==> config.mk <==
export PLATFORM = sky130hd
export DESIGN_NAME = mxb_ctrl
export DESIGN_NICKNAME = d
export VERILOG_FILES = /design/src/rtl/mxb_pkg.sv /design/src/rtl/mxb_seq.sv /design/src/rtl/mxb_lanes.sv /design/src/rtl/mxb_admux.sv /design/src/rtl/mxb_ctrl.sv
export SDC_FILE = /design/constraint.sdc
export NUM_CORES = 1
export LEC_CHECK = 0
export ABC_AREA = 0
export BUFFER_PORTS_ARGS = -buffer_cell sky130_fd_sc_hd__buf_2
export CAP_MARGIN = 20
export CORE_MARGIN = 10
export CORE_UTILIZATION = 35
export CTS_CLUSTER_DIAMETER = 120
export CTS_CLUSTER_SIZE = 24
export DETAILED_ROUTE_END_ITERATION = 6
export MAX_ROUTING_LAYER = met4
export PLACE_DENSITY = 0.63
export SKIP_LAST_GASP = 1
export SLEW_MARGIN = 10
export SYNTH_ARGS = -nofsm -noshare
export SYNTH_HDL_FRONTEND = slang
export SYNTH_SLANG_ARGS = --single-unit
==> constraint.sdc <==
create_clock -name clk -period 2.7 [get_ports clk]
set_input_delay 0.54 -clock clk [delete_from_list [all_inputs] [get_ports clk]]
set_output_delay 0.54 -clock clk [all_outputs]
set_load 0.1 [all_outputs]
==> src/rtl/mxb_pkg.sv <==
package mxb_pkg;
   typedef enum logic [2:0] {
      ST_IDLE,
      ST_ADDR,
      ST_HOLD,
      ST_STRB,
      ST_REC,
      ST_GAP
   } mxb_state_e;
endpackage

==> src/rtl/mxb_seq.sv <==
module mxb_seq
   import mxb_pkg::*;
#(
   parameter int PW_W        = 3,
   parameter bit EXT_WAIT_EN = 1'b1
) (
   input  logic            clk,
   input  logic            rst_n,
   input  logic            req_i,
   input  logic            we_i,
   input  logic            asetup_i,
   input  logic            ahold_i,
   input  logic [PW_W-1:0] pwait_i,
   input  logic            rdidle_i,
   input  logic            wait_n_i,
   output logic            accept_o,
   output logic            finish_o,
   output logic            we_q_o,
   output mxb_state_e      state_o
);
   localparam int SLOT_W = PW_W + 1;

   mxb_state_e        st;
   logic [1:0]        cnt;
   logic [SLOT_W-1:0] slot;
   logic              half;
   logic              we_q, asetup_q, ahold_q, rdidle_q;
   logic [PW_W-1:0]   pwait_q;
   logic              ext_hold;
   logic              extend;

   generate
      if (EXT_WAIT_EN) begin : g_ext_wait
         assign ext_hold = ~wait_n_i;
      end else begin : g_no_ext_wait
         logic wait_unused;
         assign wait_unused = wait_n_i;
         assign ext_hold    = 1'b0;
      end
   endgenerate

   assign accept_o = (st == ST_IDLE) && req_i;
   assign extend   = (slot < {1'b0, pwait_q}) || ext_hold;
   assign finish_o = (st == ST_STRB) && half && !extend;
   assign we_q_o   = we_q;
   assign state_o  = st;

   always_ff @(posedge clk or negedge rst_n) begin
      if (!rst_n) begin
         st       <= ST_IDLE;
         cnt      <= '0;
         slot     <= '0;
         half     <= 1'b0;
         we_q     <= 1'b0;
         asetup_q <= 1'b0;
         ahold_q  <= 1'b0;
         rdidle_q <= 1'b0;
         pwait_q  <= '0;
      end else begin
         case (st)
            ST_IDLE: begin
               if (req_i) begin
                  we_q     <= we_i;
                  asetup_q <= asetup_i;
                  ahold_q  <= ahold_i;
                  rdidle_q <= rdidle_i;
                  pwait_q  <= pwait_i;
                  cnt      <= asetup_i ? 2'd3 : 2'd1;
                  st       <= ST_ADDR;
               end
            end
            ST_ADDR: begin
               if (cnt == 2'd0) begin
                  cnt <= ahold_q ? 2'd2 : 2'd0;
                  st  <= ST_HOLD;
               end else begin
                  cnt <= cnt - 2'd1;
               end
            end
            ST_HOLD: begin
               if (cnt == 2'd0) begin
                  slot <= '0;
                  half <= 1'b0;
                  st   <= ST_STRB;
               end else begin
                  cnt <= cnt - 2'd1;
               end
            end
            ST_STRB: begin
               if (!half) begin
                  half <= 1'b1;
               end else begin
                  half <= 1'b0;
                  if (extend) begin
                     if (slot != '1) slot <= slot + 1'b1;
                  end else begin
                     st <= ST_REC;
                  end
               end
            end
            ST_REC: begin
               cnt <= (!we_q && rdidle_q) ? 2'd2 : 2'd0;
               st  <= ST_GAP;
            end
            ST_GAP: begin
               if (cnt == 2'd0) st <= ST_IDLE;
               else             cnt <= cnt - 2'd1;
            end
            default: st <= ST_IDLE;
         endcase
      end
   end
endmodule

==> src/rtl/mxb_lanes.sv <==
module mxb_lanes #(
   parameter int LANES = 2
) (
   input  logic             clk,
   input  logic             rst_n,
   input  logic             accept_i,
   input  logic [LANES-1:0] be_i,
   input  logic             wr_act_i,
   output logic [LANES-1:0] wr_n_o
);
   generate
      for (genvar l = 0; l < LANES; l++) begin : g_lane
         logic be_q;
         always_ff @(posedge clk or negedge rst_n) begin
            if (!rst_n)        be_q <= 1'b0;
            else if (accept_i) be_q <= be_i[l];
         end
         assign wr_n_o[l] = ~(wr_act_i & be_q);
      end
   endgenerate
endmodule

==> src/rtl/mxb_admux.sv <==
module mxb_admux
   import mxb_pkg::*;
#(
   parameter int AW = 16,
   parameter int DW = 16
) (
   input  logic          clk,
   input  logic          rst_n,
   input  logic          accept_i,
   input  logic [AW-1:0] addr_i,
   input  logic [DW-1:0] wdata_i,
   input  logic          we_q_i,
   input  mxb_state_e    state_i,
   input  logic          finish_i,
   input  logic [DW-1:0] ad_i,
   output logic [DW-1:0] ad_o,
   output logic          ad_oe_o,
   output logic [DW-1:0] rdata_o,
   output logic          ack_o
);
   logic [AW-1:0] addr_q;
   logic [DW-1:0] wdata_q;
   logic [DW-1:0] addr_ext;
   logic          addr_phase;
   logic          data_phase;

   always_ff @(posedge clk or negedge rst_n) begin
      if (!rst_n) begin
         addr_q  <= '0;
         wdata_q <= '0;
      end else if (accept_i) begin
         addr_q  <= addr_i;
         wdata_q <= wdata_i;
      end
   end

   always_comb begin
      addr_ext         = '0;
      addr_ext[AW-1:0] = addr_q;
   end

   assign addr_phase = (state_i == ST_ADDR) || (state_i == ST_HOLD);
   assign data_phase = we_q_i && ((state_i == ST_STRB) || (state_i == ST_REC) ||
                                  (state_i == ST_GAP));
   assign ad_oe_o    = addr_phase || data_phase;
   assign ad_o       = addr_phase ? addr_ext : wdata_q;

   always_ff @(posedge clk or negedge rst_n) begin
      if (!rst_n) begin
         ack_o   <= 1'b0;
         rdata_o <= '0;
      end else begin
         ack_o <= finish_i;
         if (finish_i && !we_q_i) rdata_o <= ad_i;
      end
   end
endmodule

==> src/rtl/mxb_ctrl.sv <==
module mxb_ctrl
   import mxb_pkg::*;
#(
   parameter int LANE_W      = 8,
   parameter int AW          = 16,
   parameter int PW_W        = 3,
   parameter bit EXT_WAIT_EN = 1'b1
) (
   input  logic              clk,
   input  logic              rst_n,
   input  logic              req_i,
   input  logic              we_i,
   input  logic [AW-1:0]     addr_i,
   input  logic [2*LANE_W-1:0] wdata_i,
   input  logic [1:0]        be_i,
   input  logic              cfg_asetup_i,
   input  logic              cfg_ahold_i,
   input  logic [PW_W-1:0]   cfg_pwait_i,
   input  logic              cfg_rdidle_i,
   output logic              ack_o,
   output logic [2*LANE_W-1:0] rdata_o,
   output logic              ale_o,
   output logic              rd_n_o,
   output logic              wrlo_n_o,
   output logic              wrhi_n_o,
   output logic [2*LANE_W-1:0] ad_o,
   input  logic [2*LANE_W-1:0] ad_i,
   output logic              ad_oe_o,
   input  logic              wait_n_i
);
   localparam int LANES = 2;
   localparam int DW    = LANES * LANE_W;

   if (LANE_W < 1) begin : g_bad_lane
      $error("mxb_ctrl: LANE_W must be at least 1");
   end
   if (AW < 1 || AW > DW) begin : g_bad_aw
      $error("mxb_ctrl: AW must lie in 1..2*LANE_W");
   end
   if (PW_W < 1 || PW_W > 8) begin : g_bad_pw
      $error("mxb_ctrl: PW_W must lie in 1..8");
   end

   mxb_state_e       state;
   logic             accept, finish, we_q;
   logic [LANES-1:0] wr_n;
   logic             strobe_phase;

   mxb_seq #(
      .PW_W        (PW_W),
      .EXT_WAIT_EN (EXT_WAIT_EN)
   ) i_seq (
      .clk      (clk),
      .rst_n    (rst_n),
      .req_i    (req_i),
      .we_i     (we_i),
      .asetup_i (cfg_asetup_i),
      .ahold_i  (cfg_ahold_i),
      .pwait_i  (cfg_pwait_i),
      .rdidle_i (cfg_rdidle_i),
      .wait_n_i (wait_n_i),
      .accept_o (accept),
      .finish_o (finish),
      .we_q_o   (we_q),
      .state_o  (state)
   );

   assign strobe_phase = (state == ST_STRB);

   mxb_lanes #(
      .LANES (LANES)
   ) i_lanes (
      .clk      (clk),
      .rst_n    (rst_n),
      .accept_i (accept),
      .be_i     (be_i),
      .wr_act_i (strobe_phase && we_q),
      .wr_n_o   (wr_n)
   );

   mxb_admux #(
      .AW (AW),
      .DW (DW)
   ) i_admux (
      .clk      (clk),
      .rst_n    (rst_n),
      .accept_i (accept),
      .addr_i   (addr_i),
      .wdata_i  (wdata_i),
      .we_q_i   (we_q),
      .state_i  (state),
      .finish_i (finish),
      .ad_i     (ad_i),
      .ad_o     (ad_o),
      .ad_oe_o  (ad_oe_o),
      .rdata_o  (rdata_o),
      .ack_o    (ack_o)
   );

   assign ale_o    = !((state == ST_HOLD) || (state == ST_STRB) || (state == ST_REC));
   assign rd_n_o   = !(strobe_phase && !we_q);
   assign wrlo_n_o = wr_n[0];
   assign wrhi_n_o = wr_n[1];
endmodule

* Word-level counts from Yosys, hierarchy flattened *
Index checks and enable logic that the tools add are counted.

operators by class
  eq/ne operators = 15
  bitwise operators = 5
  reductions and logical operators = 29
  magnitude comparators = 1
  add/subtract/negate cells = 2
  mux-type cells = 23

operators by type and width
  operator                                                count
  two-way mux 3 bit                                       6
  one-hot mux 3 bit (6 select lines)                      1
  two-way mux 16 bit                                      1
  two-way mux 4 bit                                       4
  two-way mux 2 bit                                       6
  inequality test 2 bit (second input constant)           5
  logical AND 1 bit                                       8
  inequality test 2 x 1 -> 1 bit (second input constant)  4
  one-hot mux 2 bit (4 select lines)                      1
  one-hot mux 4 bit (2 select lines)                      1
  logical OR 1 bit                                        7
  == test 3 x 2 -> 1 bit (second input constant)          2
  == test 3 bit (second input constant)                   2
  AND reduction 6 bit                                     1
  AND reduction 5 bit                                     1
  adder 4 x 1 -> 4 bit (second input constant)            1
  zero test 1 bit                                         4
  less-than comparator 4 x 3 -> 1 bit                     1
  inequality test 4 bit (second input constant)           1
  AND reduction 2 bit                                     2
  nonzero test 4 bit                                      1
  == test 3 x 1 -> 1 bit (second input constant)          1
  zero test 3 bit                                         1
  inverter 1 bit                                          3
  8 further kinds                                         10

storage, ports and cells
  register bits = 67
  input port bits = 61

* Longest topological paths before layout *
  depth in word-level cells = 5
  depth in mapped cells = 7
  mapped depth without buffers = 6

* Modules after synthesis *
From an unflattened synthesis, not the netlist that was laid out.

unflattened totals
  cells, all modules = 241
  area total of the unflattened synthesis = 3,269.4 um^2

by module, submodules not included
  module     area each (um^2)  cells each  instances  seq. area each (um^2)
  mxb_admux  2,087.0           127         1          1,226.2
  mxb_seq    1,066.0           103         1          400.4
  mxb_lanes  80.1              6           1          50.0
  mxb_ctrl   36.3              5           1          0.0

* Least setup slack after synthesis *
OpenSTA, ideal clock, no wires.

  path type = register to output
  start point = reg i_seq.st[0], in the netlist i_seq.state_o[0]
  end point = out ad_oe_o
  arrival time = 2,438 ps
  stages on the path, launching flop included = 6
  path slack = -278 ps
  cell sequence = dfrtp_1 > buf_6 > inv_4 > clkbuf_1 > o21ai_0 > a21oi_1

on the way
  cells in the longest elaborated chain, start to end = 5
  elaborated cells on any way between the ends = 10
  those cells by class = eq/ne (5); reduce/logical (5)

ends and longest elaborated chain
  element                                                  line             source
  start: declaration                                       mxb_seq.sv:23    mxb_state_e st;
  start signal: assignment                                 mxb_seq.sv:50    st <= ST_IDLE;
  start signal: assignment                                 mxb_seq.sv:69    st <= ST_ADDR;
  start signal: assignment                                 mxb_seq.sv:75    st <= ST_HOLD;
  == test 3 x 2 -> 1 bit or == test 3 bit (tied branches)  mxb_admux.sv:43  assign data_phase = we_q_i && ((state_i == ST_STRB) || (state_i == ST_REC) ||
  logical OR 1 bit (2 in series)                           mxb_admux.sv:43
  logical AND 1 bit                                        mxb_admux.sv:43
  logical OR 1 bit *                                       mxb_admux.sv:45  assign ad_oe_o = addr_phase || data_phase;
  end: declaration                                         mxb_ctrl.sv:28   output logic ad_oe_o,

Mark *: on every way between the ends. The rest lies on a longest branch, timed or not.

* Worst setup path after layout *
  start point = reg i_seq.st[0], in the netlist i_seq.state_o[0]
  end point = out ad_o[13]

on the way
  cells in the longest elaborated chain, start to end = 3
  elaborated cells on any way between the ends = 4
  those cells by class = eq/ne (2); mux (1); reduce/logical (1)

ends and longest elaborated chain
  element                                                           line             source
  == test 3 x 1 -> 1 bit or == test 3 x 2 -> 1 bit (tied branches)  mxb_admux.sv:42  assign addr_phase = (state_i == ST_ADDR) || (state_i == ST_HOLD);
  logical OR 1 bit *                                                mxb_admux.sv:42
  two-way mux 16 bit *                                              mxb_admux.sv:46  assign ad_o = addr_phase ? addr_ext : wdata_q;
  end: declaration                                                  mxb_ctrl.sv:26   output logic [2*LANE_W-1:0] ad_o,

Marks and branches as above.

==> impl_metrics.tcl <==
set metrics [dict create \
    fin_skew_ps 8.70 \
    ys_seq_area_share_pct 51.3 \
    cts_sinks 67 \
    clk_pin_slew_worst_paths_ps 80 \
    slew_headroom_pct 62.6 \
    syn_avg_cell_area_um2 13.1 \
    avgRoutedWirePerCell_um 16.9 \
    grt_pass1_vias 2448 \
    synth_flop_cell "dfrtp_1" \
    coreArea_um2 9150 \
    syn_area_um2 3270 \
    synth.top_cell.area_share_pct 51.3 \
    hpwl_um 5950 \
    die_area_um2 13600 \
    vias 2314 \
    cp-end-kind "primary output" \
    first_pass_iters 4 \
    num_io_pins 99 \
    min_period_ps 2600 \
    crit_chain "inv_4 > nand2_1 > a21oi_2 > buf_4 > mux2_2 > buf_12" \
    antenna_left 0 \
    dieWidth_um 117 \
    yosys.area.top_type "dfrtp_1" \
    placed_cells 452 \
    outcome "completed" \
    use_met2_pct 17.5 \
    hold_class "in -> async" \
    cts_setup_buffers 0 \
    cp.required_ps 2160 \
    yosysWarnings 0 \
    htreeDepth 3 \
    post_drt_via_cell_ratio 4.93 \
    setup_viol 0 \
    clkLatencyLatePin_ps 340 \
    finalHoldViolCount 0 \
    grt_max_degree 43 \
    num_rows 35 \
    synth_compound_area_share_pct 8.26 \
    cts_tree "built" \
    min_period_over_period_pct 96.1 \
    port_buffers 98 \
    synth_fa_ha_area_share_pct 1.91 \
    clk_path_buf_depth 2 \
    rsz0062_at_grt "no" \
    slowest_delay_ps 480 \
    drive_gt1_share_pct 57.1 \
    synth_edf_count 0 \
    tightest_slew_ps 561 \
    gp_congestion 0.883 \
    final_cells 469 \
    clockRootBuffer "clkbuf_8" \
    grt_pass1_wl_um 12600 \
    synth_top_family_by_area "multiplexers" \
    routed_wl_um 7940 \
    gr-total-overflow 0 \
    track_usage_pct 12.2 \
    antenna_found_initial 0 \
    syn2layout_area_growth_pct 33.5 \
    cts_buffers 9 \
    fmax_ghz 0.385 \
    synth.area.mux_share_pct 25.9 \
    synthTopCellsByArea "dfrtp_1 (51%), mux2_2 (21%), mux2_4 (4.6%)" \
    ys_seq_elements 67 \
    cap_violations 0 \
    route.detailed.drc 0 \
    synth_fp_nets 315 \
    final_cell_mix "buf_2 (82), dfrtp_1 (65), mux2_2 (61)" \
    grt_busiest_layer "met2" \
    drv_slew 0 \
    fin_setup_tns_ps 0 \
    die_y_um 117 \
    path_max_fanout 13 \
    synth_simple_gate_area_share_pct 8.84 \
    async_reset_ff_share_pct 100 \
    finalNetCount 418 \
    grtUsageMet3_pct 4.31 \
    r2r_slack_ps 630 \
    critical_path_class "reg -> out" \
    synth.distinct_cells 51 \
    drt-initial-drc-count 83 \
    critPathSlowestCell "dfrtp_2" \
    met1_usage_pct 15.7 \
    synth_xor_area_share_pct 0 \
    critPathArrivalTime_ps 2060 \
    critPathLaunchType "flop" \
    postSynthCellCount 249 \
    final_common_cell "buf_2" \
    start_util_pct 35.7 \
]
==> cell type report <==
cell class	instances	area, um2
flip-flops and latches	67	1680
well taps	111	139
clock buffers	9	124
multi-input cells	160	1470
inverters	9	36.3
clock inverters	7	116
fillers	818	4790
diodes	1	2.50
repair buffers	105	796
==> cell usage after synthesis, drive strengths merged (4+ instances only) <==
library cell / number
ha: 5
o21ai: 12
nand2b: 4
nor2: 6
buf: 10
mux2: 71
inv: 9
nand4: 4
a21oi: 5
nand3: 5
dfrtp: 67
nand2: 11
==> path summary, 6_finish.rpt <==
check                                     from             endpoint  cells past startpoint
setup / recovery              i_seq.state_o[0]             ad_o[13]                      6
hold / removal                           rst_n   i_admux.rdata_o[5]                      1
setup reg to reg                 i_seq.slot[2]  i_admux.rdata_o[14]                      5
hold reg to reg            i_admux.wdata_q[12]  i_admux.wdata_q[12]                      1
max in group asynchronous                rst_n  i_admux.wdata_q[12]                      2
min in group clk                cfg_pwait_i[2]     i_seq.pwait_q[2]                      3
==> sequential cells by signal, indices dropped and copies added (netlist names) <==
signal,count
i_admux.wdata_q,16
i_admux.ack_o,1
i_seq.state_o,3
i_seq.cnt,2
i_admux.addr_ext,16
i_lanes.g_lane.be_q,2
i_seq.half,1
i_admux.rdata_o,16
i_seq.pwait_q,3
i_seq.we_q_o,1
i_seq.slot,4
i_seq.ahold_q,1
i_seq.rdidle_q,1
==> critical path: cells and delay by family, from the launching register on <==
kind            cells  cell delay [ps]
buf+inv             3              560
flops               1              480
mux                 1              390
compound gates      1              190
simple gates        1               90
==> logic make-up after synthesis <==
family,Yosys count
DFF,67
adders and majority gates,5
AOI/OAI and AO/OA,38
muxes,72
and+or+nand+nor,45
buffers and inverters,22
==> timing repair <==
item	in CTS	in global routing
endpoints found under the setup margin	0	12
hold buffers	0	0
gates resized for setup	0	2
==> stage by stage <==
step	setup slack (ps)	hold WS, ps	util [%]	instance area [um2]
global route	5.30	225	47.7	4360
detailed placement	424	490	45.0	4120
floorplan	92.2	244	-	3270
global placement	453	482	45.0	4120
CTS	35.1	201	47.6	4360
finish	105	192	47.7	4370
==> layer usage <==
layer	up-vias	wire length, um
li1	1113	-
met1	1109	3690
met2	80	3640
met3	12	489
met4	0	117
met5	-	0
Power is left out: the tool's default activity adds up to more than one toggle a clock period on the data nets, which glitch-free logic cannot reach.
